[src/rtl/sonet_fr_pkg.sv]
package sonet_fr_pkg;

    localparam logic [7:0] A1_BYTE = 8'hF6;
    localparam logic [7:0] A2_BYTE = 8'h28;
    localparam int ROWS      = 9;
    localparam int COLS_STS1 = 90;
    localparam int TOH_STS1  = 3;

    typedef enum logic [1:0] {
        ST_HUNT    = 2'd0,
        ST_CONFIRM = 2'd1,
        ST_LOCKED  = 2'd2
    } sync_state_e;

    typedef struct packed {
        logic [15:0] row_len;   // bytes per row
        logic [15:0] last_a2;   // column of last framing byte
        logic [15:0] fs_col;    // column of first byte after framing
        logic [15:0] toh_len;   // overhead columns per row
    } geom_t;

    function automatic geom_t geom_of(input int n);
        geom_t g;
        g.row_len = 16'(COLS_STS1 * n);
        g.last_a2 = 16'(2 * n - 1);
        g.fs_col  = 16'(2 * n);
        g.toh_len = 16'(TOH_STS1 * n);
        return g;
    endfunction

endpackage

[src/rtl/sonet_a1a2_det.sv]
module sonet_a1a2_det
    import sonet_fr_pkg::*;
#(
    parameter int NW = 4
) (
    input  logic          clk,
    input  logic          rst,
    input  logic          valid,
    input  logic [7:0]    data,
    input  logic [NW-1:0] n,
    output logic          match
);
    logic [NW-1:0] a1_cnt;
    logic [NW-1:0] a2_cnt;
    logic          is_a1, is_a2, armed;

    always_comb begin
        is_a1 = (data == A1_BYTE);
        is_a2 = (data == A2_BYTE);
        armed = (a2_cnt != '0) || (a1_cnt >= n);
        match = valid && is_a2 && armed && (a2_cnt == n - NW'(1));
    end

    always_ff @(posedge clk) begin
        if (rst) begin
            a1_cnt <= '0;
            a2_cnt <= '0;
        end else if (valid) begin
            if (is_a1) begin
                a1_cnt <= (a1_cnt >= n) ? a1_cnt : a1_cnt + NW'(1);
                a2_cnt <= '0;
            end else if (is_a2 && armed && !match) begin
                a1_cnt <= '0;
                a2_cnt <= a2_cnt + NW'(1);
            end else begin
                a1_cnt <= '0;
                a2_cnt <= '0;
            end
        end
    end
endmodule

[src/rtl/sonet_pos_cnt.sv]
module sonet_pos_cnt
    import sonet_fr_pkg::*;
#(
    parameter int COL_W = 11
) (
    input  logic             clk,
    input  logic             rst,
    input  logic             adv,
    input  logic             load,
    input  logic [COL_W-1:0] load_col,
    input  logic [COL_W-1:0] col_end,
    output logic [3:0]       row,
    output logic [COL_W-1:0] col
);
    always_ff @(posedge clk) begin
        if (rst) begin
            row <= '0;
            col <= '0;
        end else if (adv) begin
            if (load) begin
                row <= '0;
                col <= load_col;
            end else if (col >= col_end) begin
                col <= '0;
                row <= (row >= 4'(ROWS - 1)) ? 4'd0 : row + 4'd1;
            end else begin
                col <= col + COL_W'(1);
            end
        end
    end
endmodule

[src/rtl/sonet_sync_fsm.sv]
module sonet_sync_fsm
    import sonet_fr_pkg::*;
#(
    parameter int CONFIRM  = 2,
    parameter int MISS_LIM = 4
) (
    input  logic clk,
    input  logic rst,
    input  logic valid,
    input  logic mode,
    input  logic match,
    input  logic at_check,
    output logic load,
    output logic tracking,
    output logic locked,
    output logic lof
);
    localparam int HW = $clog2(CONFIRM + 1);
    localparam int MW = $clog2(MISS_LIM + 1);

    sync_state_e   state;
    logic [HW-1:0] hits;
    logic [MW-1:0] misses;
    logic          mode_q;
    logic          mode_chg;

    always_comb begin
        mode_chg = (mode != mode_q);
        load     = valid && !mode_chg && (state == ST_HUNT) && match;
        tracking = (state != ST_HUNT);
        locked   = (state == ST_LOCKED);
    end

    always_ff @(posedge clk) begin
        if (rst) begin
            state  <= ST_HUNT;
            hits   <= '0;
            misses <= '0;
            mode_q <= 1'b0;
            lof    <= 1'b0;
        end else begin
            lof    <= 1'b0;
            mode_q <= mode;
            if (mode_chg) begin
                state  <= ST_HUNT;
                hits   <= '0;
                misses <= '0;
            end else if (valid) begin
                case (state)
                    ST_HUNT: if (match) begin
                        state  <= ST_CONFIRM;
                        hits   <= HW'(1);
                        misses <= '0;
                    end
                    ST_CONFIRM: if (at_check) begin
                        if (!match)                       state <= ST_HUNT;
                        else if (hits == HW'(CONFIRM - 1)) state <= ST_LOCKED;
                        else                              hits  <= hits + HW'(1);
                    end
                    ST_LOCKED: if (at_check) begin
                        if (match) begin
                            misses <= '0;
                        end else if (misses == MW'(MISS_LIM - 1)) begin
                            state  <= ST_HUNT;
                            misses <= '0;
                            lof    <= 1'b1;
                        end else begin
                            misses <= misses + MW'(1);
                        end
                    end
                    default: state <= ST_HUNT;
                endcase
            end
        end
    end
endmodule

[src/rtl/sonet_framer.sv]
module sonet_framer
    import sonet_fr_pkg::*;
#(
    parameter int N_LO     = 3,
    parameter int N_HI     = 12,
    parameter int CONFIRM  = 2,
    parameter int MISS_LIM = 4,
    localparam int COL_W   = $clog2(COLS_STS1 * N_HI)
) (
    input  logic             clk,
    input  logic             rst,
    input  logic             in_valid,
    input  logic [7:0]       in_byte,
    input  logic             sts12_sel,
    output logic             frame_start,
    output logic [3:0]       row,
    output logic [COL_W-1:0] col,
    output logic             toh_flag,
    output logic             in_frame,
    output logic             lof
);
    localparam int NW = $clog2(N_HI + 1);

    geom_t         g;
    logic [NW-1:0] n_cur;
    logic          match, at_check, load, tracking;

    always_comb begin
        g        = sts12_sel ? geom_of(N_HI) : geom_of(N_LO);
        n_cur    = sts12_sel ? NW'(N_HI) : NW'(N_LO);
        at_check = (row == 4'd0) && (16'(col) == g.last_a2);
        frame_start = in_valid && tracking && (row == 4'd0) && (16'(col) == g.fs_col);
        toh_flag = tracking && (16'(col) < g.toh_len);
    end

    sonet_a1a2_det #(.NW(NW)) u_det (
        .clk(clk), .rst(rst), .valid(in_valid), .data(in_byte),
        .n(n_cur), .match(match)
    );

    sonet_pos_cnt #(.COL_W(COL_W)) u_pos (
        .clk(clk), .rst(rst), .adv(in_valid), .load(load),
        .load_col(COL_W'(g.fs_col)), .col_end(COL_W'(g.row_len - 16'd1)),
        .row(row), .col(col)
    );

    sonet_sync_fsm #(.CONFIRM(CONFIRM), .MISS_LIM(MISS_LIM)) u_fsm (
        .clk(clk), .rst(rst), .valid(in_valid), .mode(sts12_sel),
        .match(match), .at_check(at_check), .load(load),
        .tracking(tracking), .locked(in_frame), .lof(lof)
    );
endmodule

[config.mk]
export PLATFORM = sky130hd
export DESIGN_NAME = sonet_framer
export DESIGN_NICKNAME = d
export VERILOG_FILES = /design/src/rtl/sonet_fr_pkg.sv /design/src/rtl/sonet_a1a2_det.sv /design/src/rtl/sonet_pos_cnt.sv /design/src/rtl/sonet_sync_fsm.sv /design/src/rtl/sonet_framer.sv
export SDC_FILE = /design/constraint.sdc
export NUM_CORES = 1
export LEC_CHECK = 0
export ABC_AREA = 1
export CAP_MARGIN = 30
export CORE_MARGIN = 4
export CORE_UTILIZATION = 52
export DETAILED_ROUTE_END_ITERATION = 8
export DONT_BUFFER_PORTS = 1
export GPL_TIMING_DRIVEN = 1
export PLACE_DENSITY = 0.73
export SLEW_MARGIN = 10
export SYNTH_ARGS = -nofsm -noshare
export SYNTH_HDL_FRONTEND = slang
export SYNTH_HIERARCHICAL = 1
export SYNTH_SLANG_ARGS = --single-unit
export TNS_END_PERCENT = 100
[constraint.sdc]
create_clock -name clk -period 4.3 [get_ports clk]
set_clock_uncertainty 0.05 [all_clocks]
set_input_delay 0.86 -clock clk [delete_from_list [all_inputs] [get_ports clk]]
set_output_delay 0.86 -clock clk [all_outputs]
set_load 0.02 [all_outputs]
==> results of run 1 <==
cells in the final DEF (no fill, tap or decap):
master,n
nand4_2,2
nor2_2,7
inv_4,1
ha_1,27
nand2_4,4
nand2_2,10
clkinv_1,1
nor2_4,3
nor3b_1,2
inv_2,7
a21oi_2,1
dfxtp_1,32
a21oi_1,43
and2_4,2
nand3_1,22
nor3_1,5
inv_1,62
xor2_1,6
nor2_1,56
clkinv_2,1
o21ai_0,13
o21ai_2,1
nand3b_1,4
nand4_1,19
clkbuf_1,1
conb_1,12
xnor2_2,1
xnor2_1,6
or2_2,2
nand4_4,1
nand2_1,104
buf_4,1
clkbuf_8,5
metal layers:
metal | vias to the layer above | track usage
met2 | 61 | 0.321
met5 | - | 0
met3 | 4 | 0.0401
met4 | 0 | 0.0572
li1 | 1459 | -
met1 | 1195 | 0.282
worst max-delay path: cells and delay by family:
family / cells / cell delay (ps)
AND/OR/NAND/NOR: 13 / 1590
buffers and inverters: 4 / 850
adder cells (fa/ha/maj): 1 / 340
per-stage QoR:
step	instance area (um2)	utilization	cells	hold WS, ps
after detailed placement	2970	0.567	527	417
after floorplan	2930	-	466	393
after CTS	3050	0.581	534	432
final	3050	0.581	534	433
after global placement	2970	0.567	527	415
after global routing	3050	0.581	534	483
sequential cells by signal, indices dropped and copies added (netlist names):
name,cells
u_fsm/lof,1
u_fsm/misses,3
u_pos/row,4
u_det/a1_cnt,4
u_fsm/hits,2
u_fsm/state,2
u_fsm/mode_q,1
u_det/a2_cnt,4
u_pos/col,11
final timing paths:
check | end | from
setup / recovery | u_pos/row[1]$_SDFFE_PP0P_ | sts12_sel
hold / removal | u_fsm/misses[1]$_SDFFE_PP0P_ | u_fsm/misses[1]$_SDFFE_PP0P_
setup reg to reg | u_pos/row[1]$_SDFFE_PP0P_ | u_det/a2_cnt[0]$_SDFFE_PP0P_
hold reg to reg | u_fsm/misses[1]$_SDFFE_PP0P_ | u_fsm/misses[1]$_SDFFE_PP0P_
power groups by stage:
stage | logic [mW] | clock network, mW | registers, mW
after floorplan | 0.114 | 0 | 0.340
after global placement | 0.125 | 0 | 0.349
after detailed placement | 0.129 | 0 | 0.349
after CTS | 0.129 | 0.218 | 0.342
after global routing | 0.152 | 0.232 | 0.344
final | 0.130 | 0.212 | 0.342
layout make-up:
| class | instances | area share |
|---|---|---|
| clock inverters | 1 | 0.00164 |
| well taps | 70 | 0.0288 |
| repair buffers | 1 | 0.00247 |
| clock buffers | 6 | 0.0238 |
| multi-input cells | 353 | 0.645 |
| inverters | 71 | 0.0883 |
| flip-flops and latches | 32 | 0.210 |
kinds of logic after synthesis:
family	count (synthesis)
AOI/OAI and AO/OA	58
xor gates and xnor gates	13
adders and majority gates	27
buffers and inverters	81
DFF	32
other	2
and+or+nand+nor	243
==> metrics.md, run 1 <==
| Metric | Value |
|---|---|
| Max_cap viols | 0 |
| Primary FF master, synth | dfxtp_1 |
| IO Pins | 31 |
| Max Buffers Root-to-Sink | 2 |
| Post-Synth XOR/XNOR Area | 0.0420 |
| Footprint of the multi-input gates | 1960 um2 |
| Req. time, crit path | 4420 ps |
| Initial Util | 0.551 |
| RSZ-0062 raised after global routing | no |
| DR pass1 iterations | 4 |
| Post-Synth Simple-Gate Area | 0.402 |
| Routed via count | 2719 |
| Starting DRT DRC Count | 99 |
| Yosys reg bits | 32 |
| Post-synth cell types | 34 |
| Most frequent cell after synthesis | nand2_1 |
| CTS root buf | clkbuf_8 |
| Max stage delay cell, worst path | ha_1 |
| NetSw | 0.216 mW |
| Chip Width | 82.5 um |
| Slew Viols, Final | 0 |
| Share of the synthesized area in the top cell type | 0.222 |
| Total power | 0.684 mW |
| Crit-path most repeated cell | nand2_1 |
| FF/Latch Area | 641 um2 |
| Critical path capture point type | flip-flop |
| Max_slew headroom | 0.599 |
| Adder-Cell Fraction of Synth Area | 0.117 |
| Mux cell area share after synthesis | 0 |
| Routability cong. | 0.915 |
| First-pass GRT wire length | 10900 um |
| Worst hold path class | reg2reg |
| WHS Path Cells | 2 |
| Slowest stage delay, CP | 340 ps |
| Sequential share of power | 0.500 |
| Final worst path period need | 3530 ps |
| Post-synthesis compound-gate area fraction | 0.103 |
| Die Footprint | 6810 um2 |
| Final WL | 6300 um |
| Status | finished clean |
| M1 WL | 3140 um |
| Mean Syn Cell Area | 6.33 um2 |
| Crit Path Class | in2reg |
| Sw Share | 0.316 |
| Crit-path cells | inv_1 -> inv_1 -> ha_1 -> nand2_1 -> nand2_1 -> nor2_1 -> nand2_1 -> nor2_1 -> nand2_2 -> nor2_1 -> nand2_1 -> nor3_1 -> buf_4 -> inv_1 -> nand4_4 -> nand3_1 -> nand2_1 -> nor2_1 |
| Ys async rst share | 0 |
| Post-CTS Setup Inserts | 0 |
| Synth area leaders | dfxtp_1, nand2_1, ha_1 |
| Cell Int Power | 0.468 mW |
| Die Y-Extent | 82.5 um |
| # resized after CTS | 0 |
| Routed wl met2 | 2760 um |
| Final HPWL DP | 4780 um |
| Post-DR vias/cell | 5.09 |
| Number of remaining DRC errors | 0 |
| Total global-route track usage | 0.204 |
| Sequential cell area fraction in the yosys report | 0.222 |
| # diodes | 0 |
| Fmax | 0.284 GHz |
| Met3 WL | 354 um |
| Initial antenna violation count | 0 |
| Synthesis-to-layout area growth | 5.46% |
| H-Tree Depth | 2 |
| Pin count of the biggest net entering global routing | 30 |
| Row cnt | 26 |
| Synth Cell Area | 2890 um2 |
| Post-cts hold buffer count | 0 |
| Number of CTS-inserted buffers | 5 |
| Clk pwr share | 0.309 |
| CTS tree | yes |
| Nets | 503 |
| LEAKAGE | 1.44 nW |
| Vias in the first global route | 2469 |
| Syn Inst Count | 456 |
| Clk sinks | 32 |
| Final worst slack | 773 ps |
| Setup TNS | 0 ps |
| DR WL/cell | 11.8 um |
| Fill cells | 519 |
| Period utilization | 0.820 |
| Core Area | 5240 um2 |
| Post-synth EDFFs | 0 |
| Final setup viols | 0 |
| Share of post-route cells with drive strength above 1 | 0.106 |
| Max VDD drop | 0.162 mV |
| Largest family of logic cells by synthesized area | simple AND/OR/NAND/NOR gates |
| Register-to-register setup slack | 1470 ps |
| Dpl ws | 532 ps |
| Synth top cells by count | nand2_1, inv_1, nor2_1 |
| Crit start category | input port |
| Clock-pin slew on the worst setup and hold paths | 70 ps |
| Grt ovf | 0 |
| Max FO, Critical Path | 19 |
| PD cells | 225 nW/um2 |
| Reg2Reg Depth | 14 |
| ANT nets after route | 0 |
| Arr. time, crit path | 3650 ps |
| Worst Tran Pin Value | 601 ps |
| Logic pwr share | 0.191 |
| Port bufs | 0 |
| Fin. Hold Viols | 0 |
| Yosys top cell by area | dfxtp_1 |
| Worst skew pair latency | 280 ps |
| Max Used Layer | met4 |
| YS warnings | 6 |
(Power assumes the default switching activity.)
==> inputs of run 2 (changes only) <==
--- a/config.mk
+++ b/config.mk
@@ -5,14 +5,14 @@
 export SDC_FILE = /design/constraint.sdc
 export NUM_CORES = 1
 export LEC_CHECK = 0
-export ABC_AREA = 1
+export ABC_AREA = 0
 export CAP_MARGIN = 30
 export CORE_MARGIN = 4
 export CORE_UTILIZATION = 52
 export DETAILED_ROUTE_END_ITERATION = 8
 export DONT_BUFFER_PORTS = 1
 export GPL_TIMING_DRIVEN = 1
-export PLACE_DENSITY = 0.73
+export PLACE_DENSITY = 0.76
 export SLEW_MARGIN = 10
 export SYNTH_ARGS = -nofsm -noshare
 export SYNTH_HDL_FRONTEND = slang
==> constraint.sdc (replaced) <==
create_clock -name clk -period 2.94 [get_ports clk]
set_clock_uncertainty 0.05 [all_clocks]
set_input_delay 0.588 -clock clk [delete_from_list [all_inputs] [get_ports clk]]
set_output_delay 0.588 -clock clk [all_outputs]
set_load 0.02 [all_outputs]
==> run 2 against run 1 <==
Setup slack worse by 670 ps. Non-clock buffer count is 16 higher. Critical path type unchanged. Largest cell class unchanged. Synthesized cell count decreased by 33%.
==> metrics.md, run 2 <==
| Metric | Value |
|---|---|
| Core Area | 4690 um2 |
| First-pass GRT wire length | 10800 um |
| Max_cap viols | 0 |
| CTS root buf | clkbuf_8 |
| Worst hold margin | 307 ps |
| IO Pins | 31 |
| Crit start category | input port |
| Chip Width | 77.5 um |
| Final HPWL DP | 4410 um |
| Crit-path cells | clkinvlp_4 -> ha_1 -> or3b_4 -> a21oi_4 -> a311oi_4 -> nand3b_1 -> nor3_4 -> nor2_2 -> o21ai_2 -> a221oi_4 -> buf_4 -> nand2_1 -> a311oi_1 |
| Row cnt | 25 |
| Arr. time, crit path | 2990 ps |
| DR WL/cell | 15.8 um |
| Period utilization | 0.966 |
| Max VDD drop | 0.258 mV |
| ANT nets after route | 0 |
| Crit Path Class | in2reg |
| Status | finished clean |
| Max FO, Critical Path | 20 |
| Slew Viols, Final | 0 |
| Max Buffers Root-to-Sink | 2 |
| Post-DR vias/cell | 6.05 |
| Worst hold path class | in2reg |
| Pin count of the biggest net entering global routing | 28 |
| Grt ovf | 0 |
| Placed Area | 2780 um2 |
| Syn Inst Count | 304 |
| Commonest non-fill, non-tap cell in the layout | nand2_1 |
| Final worst path period need | 2840 ps |
| Final setup viols | 0 |
| Primary FF master, synth | dfxtp_1 |
| Fin cells | 388 |
| Starting DRT DRC Count | 147 |
| Post-cts hold buffer count | 0 |
| Vias in the first global route | 2418 |
| Setup TNS | 0 ps |
| Largest register FFs | 11 |
| Fmax | 0.352 GHz |
| Clock-pin slew on the worst setup and hold paths | 80 ps |
| Most frequent cell after synthesis | nand2_1 |
| PD cells | 327 nW/um2 |
| Synth area leaders | dfxtp_1, ha_1, nand2_1 |
| Total power | 0.947 mW |
| Post-synth cell types | 58 |
| # diodes | 0 |
| Share of the synthesized area in the top cell type | 0.255 |
| Synth Cell Area | 2510 um2 |
| Fin. Hold Viols | 0 |
| Worst Tran Pin Value | 623 ps |
| Inst Count DP | 379 |
| Final WL | 6120 um |
| Routability cong. | 0.787 |
| Slowest stage delay, CP | 410 ps |
| Number of remaining DRC errors | 0 |
| Die Footprint | 6010 um2 |
| Synth top cells by count | nand2_1, dfxtp_1, nor2_1 |
| Worst skew pair latency | 290 ps |
| Commonest cells after routing, fill and taps aside | nand2_1, dfxtp_1, nor2_1, ha_1, inv_1 |
| Synthesis-to-layout area growth | 15.4% |
| Critical path capture point type | flip-flop |
| YS warnings | 6 |
| Initial antenna violation count | 0 |
| Routed via count | 2346 |
| Sequential cell area fraction in the yosys report | 0.255 |
| H-Tree Depth | 2 |
| DR pass1 iterations | 4 |
| Ys async rst share | 0 |
| Cell area after layout | 2900 um2 |
| Port bufs | 0 |
| Post-synth EDFFs | 0 |
| Initial Util | 0.535 |
| Req. time, crit path | 3090 ps |
| Yosys top cell by area | dfxtp_1 |
| Die Y-Extent | 77.5 um |
| Total global-route track usage | 0.219 |
| Yosys reg bits | 32 |
| Share of post-route cells with drive strength above 1 | 0.171 |
| LEAKAGE | 1.16 nW |
| Max_slew headroom | 0.584 |
| Most flop-heavy register | u_pos/col |
| Clk sinks | 32 |
| Mean Syn Cell Area | 8.26 um2 |
| Max stage delay cell, worst path | or3b_4 |
| CTS tree | yes |
| Number of CTS-inserted buffers | 5 |
| Nets | 372 |
-- run 2: where the power goes --
| group | switching, mW | internal (mW) | leakage, nW |
|---|---|---|---|
| combinational | 0.0772 | 0.0569 | 0.850 |
| sequential | 0.0164 | 0.441 | 0.260 |
| clock | 0.169 | 0.187 | 0.0510 |
-- run 2: cell type report --
class / instances / area [um2]
clock buffers: 6 / 82.6
clock inverters: 2 / 10.0
fillers: 414 / 1790
inverters: 25 / 97.6
multi-input cells: 252 / 1870
flip-flops and latches: 32 / 642
well taps: 54 / 67.6
repair buffers: 17 / 128
-- run 2: path summary, 6_finish.rpt --
path / start / endpoint / slack, ps / depth (start not counted)
min reg2reg: u_fsm/hits[1]$_SDFFE_PP0P_ / u_fsm/hits[1]$_SDFFE_PP0P_ / 420 / 2
max: sts12_sel / u_pos/col[2]$_SDFFE_PP0P_ / 100 / 13
max reg2reg: u_det/a1_cnt[0]$_SDFFE_PP0P_ / u_pos/col[2]$_SDFFE_PP0P_ / 110 / 13
min: rst / u_det/a1_cnt[0]$_SDFFE_PP0P_ / 310 / 1
-- run 2: cell families (layout without fill, tap and decap cells) --
kind of cell / after synthesis / in the layout / synth area share
xor gates and xnor gates: 13 / 13 / 0.0453
other: 2 / 13 / 0.00299
adders and majority gates: 27 / 27 / 0.134
AOI/OAI and AO/OA: 61 / 61 / 0.198
and+or+nand+nor: 131 / 131 / 0.289
DFF: 32 / 32 / 0.255
muxes: 7 / 7 / 0.0279
buffers and inverters: 31 / 50 / 0.0468
-- run 2: routing by layer --
metal,wire (um),share of wire,up-vias,GRT usage
li1,-,-,1151,-
met1,2650,0.43,1082,0.256
met2,2950,0.48,99,0.390
met3,396,0.065,14,0.0429
met4,115,0.019,0,0.0819
met5,0,0,-,0
-- run 2: worst max-delay path, delay by kind of cell --
family,cells,cell delay (ps)
AND/OR/NAND/NOR,5,860
AO/OA/AOI/OAI,5,940
adder cells (fa/ha/maj),1,300
buffers and inverters,2,280
-- run 2: through the flow --
stage | setup slack (ps) | util
floorplan | -294 | -
global placement | -70.6 | 0.591
detailed placement | -191 | 0.591
CTS | 109 | 0.611
global route | -9.04 | 0.618
finish | 99.5 | 0.618
-- run 2: repair_timing --
action	4_1_cts	5_1_grt
setup buffers	0	1
setup endpoints to repair	0	14
resized for setup	0	6
==> inputs of run 3 (changes only) <==
--- a/config.mk
+++ b/config.mk
@@ -7,6 +7,7 @@
 export LEC_CHECK = 0
 export ABC_AREA = 0
 export CAP_MARGIN = 30
+export CORE_ASPECT_RATIO = 1.4
 export CORE_MARGIN = 4
 export CORE_UTILIZATION = 52
 export DETAILED_ROUTE_END_ITERATION = 8
==> run 3 against run 2 <==
Non-clock buffer count unchanged. Sequential share of layout area is 0.21 points lower. Register-to-register slack better by 100 ps. Largest power group unchanged. Design area up 0.95%. Hold slack improved by 4.1 ps. Clock power up 19%. Setup slack got worse by 6.0 ps. Routed wire length down 5.4%. Global-route usage fell by 1.0 points.
==> metrics.md, run 3 (same netlist as run 2, synthesis figures left out) <==
| Metric | Value |
|---|---|
| Status | finished clean |
| Final setup viols | 0 |
| Slew Viols, Final | 0 |
| Footprint of the multi-input gates | 1860 um2 |
| Max Buffers Root-to-Sink | 2 |
| Commonest cells after routing, fill and taps aside | nand2_1, dfxtp_1, nor2_1, ha_1, inv_1 |
| Critical Path Start | sts12_sel |
| Commonest non-fill, non-tap cell in the layout | nand2_1 |
| Clock-pin slew on the worst setup and hold paths | 70 ps |
| Routed via count | 2251 |
| Vias in the first global route | 2224 |
| Crit-path cells | clkinvlp_4 -> buf_4 -> ha_1 -> or4b_1 -> nor4_2 -> buf_4 |
| Chip Width | 66.7 um |
| CTS tree | yes |
| CP Capture Point | frame_start |
| Max_cap viols | 0 |
| Fin. Hold Viols | 0 |
| Crit start category | input port |
| Slowest stage delay, CP | 510 ps |
| Initial Util | 0.545 |
| Cell area after layout | 2930 um2 |
| First-pass GRT wire length | 9970 um |
| Port bufs | 0 |
| CTS root buf | clkbuf_8 |
| Worst Tran Pin Value | 556 ps |
| LEAKAGE | 1.17 nW |
| Arr. time, crit path | 2210 ps |
| Fill cells | 406 |
| Pin count of the biggest net entering global routing | 28 |
| Routability cong. | 0.858 |
| Post-cts hold buffer count | 0 |
| Worst hold margin | 311 ps |
| Largest register FFs | 11 |
| Initial antenna violation count | 0 |
| Die Footprint | 6020 um2 |
| Post-DR vias/cell | 5.68 |
| Period utilization | 0.968 |
| Synthesis-to-layout area growth | 16.5% |
| Placed Area | 2790 um2 |
| Worst skew pair latency | 290 ps |
| Worst hold path class | in2reg |
| Max_slew headroom | 0.629 |
| Starting DRT DRC Count | 178 |
| Die Y-Extent | 90.2 um |
| ANT nets after route | 0 |
| # diodes | 0 |
| Number of CTS-inserted buffers | 5 |
| Reg2Reg Depth | 13 |
| R2r startpoint | u_det/a1_cnt[0]$_SDFFE_PP0P_ |
| Final HPWL DP | 4220 um |
| Share of post-route cells with drive strength above 1 | 0.159 |
| Final WL | 5790 um |
| Critical path capture point type | output port |
| Core Area | 4610 um2 |
| Row cnt | 29 |
| Max FO, Critical Path | 20 |
| IO Pins | 31 |
| Final worst slack | 93.5 ps |
| Fmax | 0.351 GHz |
| Req. time, crit path | 2300 ps |
| Register-to-register setup slack | 210 ps |
| RR Endpoint | u_pos/col[5]$_SDFFE_PP0P_ |
| DR WL/cell | 14.6 um |
| Max stage delay cell, worst path | or4b_1 |
| FF/Latch Area | 642 um2 |
| Clk sinks | 32 |
| Crit Path Class | in2out |
| Total global-route track usage | 0.208 |
| DR pass1 iterations | 4 |
| Nets | 372 |
| H-Tree Depth | 2 |
| Crit-path most repeated cell | buf_4 |
| Max VDD drop | 0.225 mV |
| Number of remaining DRC errors | 0 |
| Grt ovf | 0 |
| Most flop-heavy register | u_pos/col |
| Final worst path period need | 2850 ps |
| Dpl ws | -147 ps |
| PD cells | 345 nW/um2 |
-- run 3: changes by cell type in the layout (fill, tap and decap cells not counted), sizes merged --
| cell | previous run | this run |
|---|---|---|
| clkinv | 2 | 1 |
| clkbuf | 6 | 5 |
| bufinv | 0 | 1 |
| clkinvlp | 1 | 2 |
-- run 3: repair_timing --
item | CTS | global route
resized for setup | 0 | 3
buffers inserted | 0 | 1
setup endpoints to repair | 0 | 10
-- run 3: worst min path at each step --
| stage | start | to | slack, ps | cells after the start |
|---|---|---|---|---|
| floorplan | u_fsm/hits[1]$_SDFFE_PP0P_ | u_fsm/hits[1]$_SDFFE_PP0P_ | 400 | 2 |
| global placement | u_fsm/hits[1]$_SDFFE_PP0P_ | u_fsm/hits[1]$_SDFFE_PP0P_ | 410 | 2 |
| detailed placement | u_fsm/hits[1]$_SDFFE_PP0P_ | u_fsm/hits[1]$_SDFFE_PP0P_ | 420 | 2 |
| CTS | rst | u_pos/col[1]$_SDFFE_PP0P_ | 300 | 1 |
| global route | rst | u_det/a1_cnt[0]$_SDFFE_PP0P_ | 300 | 1 |
| finish | rst | u_det/a1_cnt[0]$_SDFFE_PP0P_ | 310 | 1 |
-- run 3: through the flow --
| stage | std cells | power [mW] | util | TNS [ps] |
|---|---|---|---|---|
| floorplan | 315 | 0.566 | - | -3300 |
| global placement | 387 | 0.591 | 0.604 | -363 |
| detailed placement | 387 | 0.594 | 0.604 | -1380 |
| CTS | 395 | 1.02 | 0.629 | 0 |
| global route | 396 | 1.06 | 0.635 | -4.06 |
| finish | 396 | 1.01 | 0.635 | 0 |
-- run 3: layer usage --
layer	part of all wire	routed length (um)	track usage	up-vias
met3	0.047	271	0.0374	8
met2	0.52	2990	0.383	45
met4	0.015	88	0.0763	0
li1	-	-	-	1146
met1	0.42	2430	0.228	1052
met5	0	0	0	-
-- run 3: layout make-up --
| cell class | instances | area share |
|---|---|---|
| multi-input combinational | 252 | 0.634 |
| clock inverter | 3 | 0.0145 |
| clock buffer | 5 | 0.0235 |
| sequential | 32 | 0.219 |
| tap | 62 | 0.0265 |
| timing repair buffer | 17 | 0.0491 |
| inverter | 25 | 0.0333 |
-- run 3: power by group --
part           internal [mW]  switching [mW]  total (mW)  leakage, nW
Sequential             0.441          0.0164       0.457        0.260
Clock                  0.251           0.173       0.424       0.0541
Combinational         0.0559          0.0739       0.130        0.851
Total                  0.747           0.263        1.01         1.17
-- run 3: worst max-delay path: cells and delay by family --
family                     cells  cell delay, ps
adders and majority gates      1             300
buffers and inverters          3             480
and+or+nand+nor                2             840
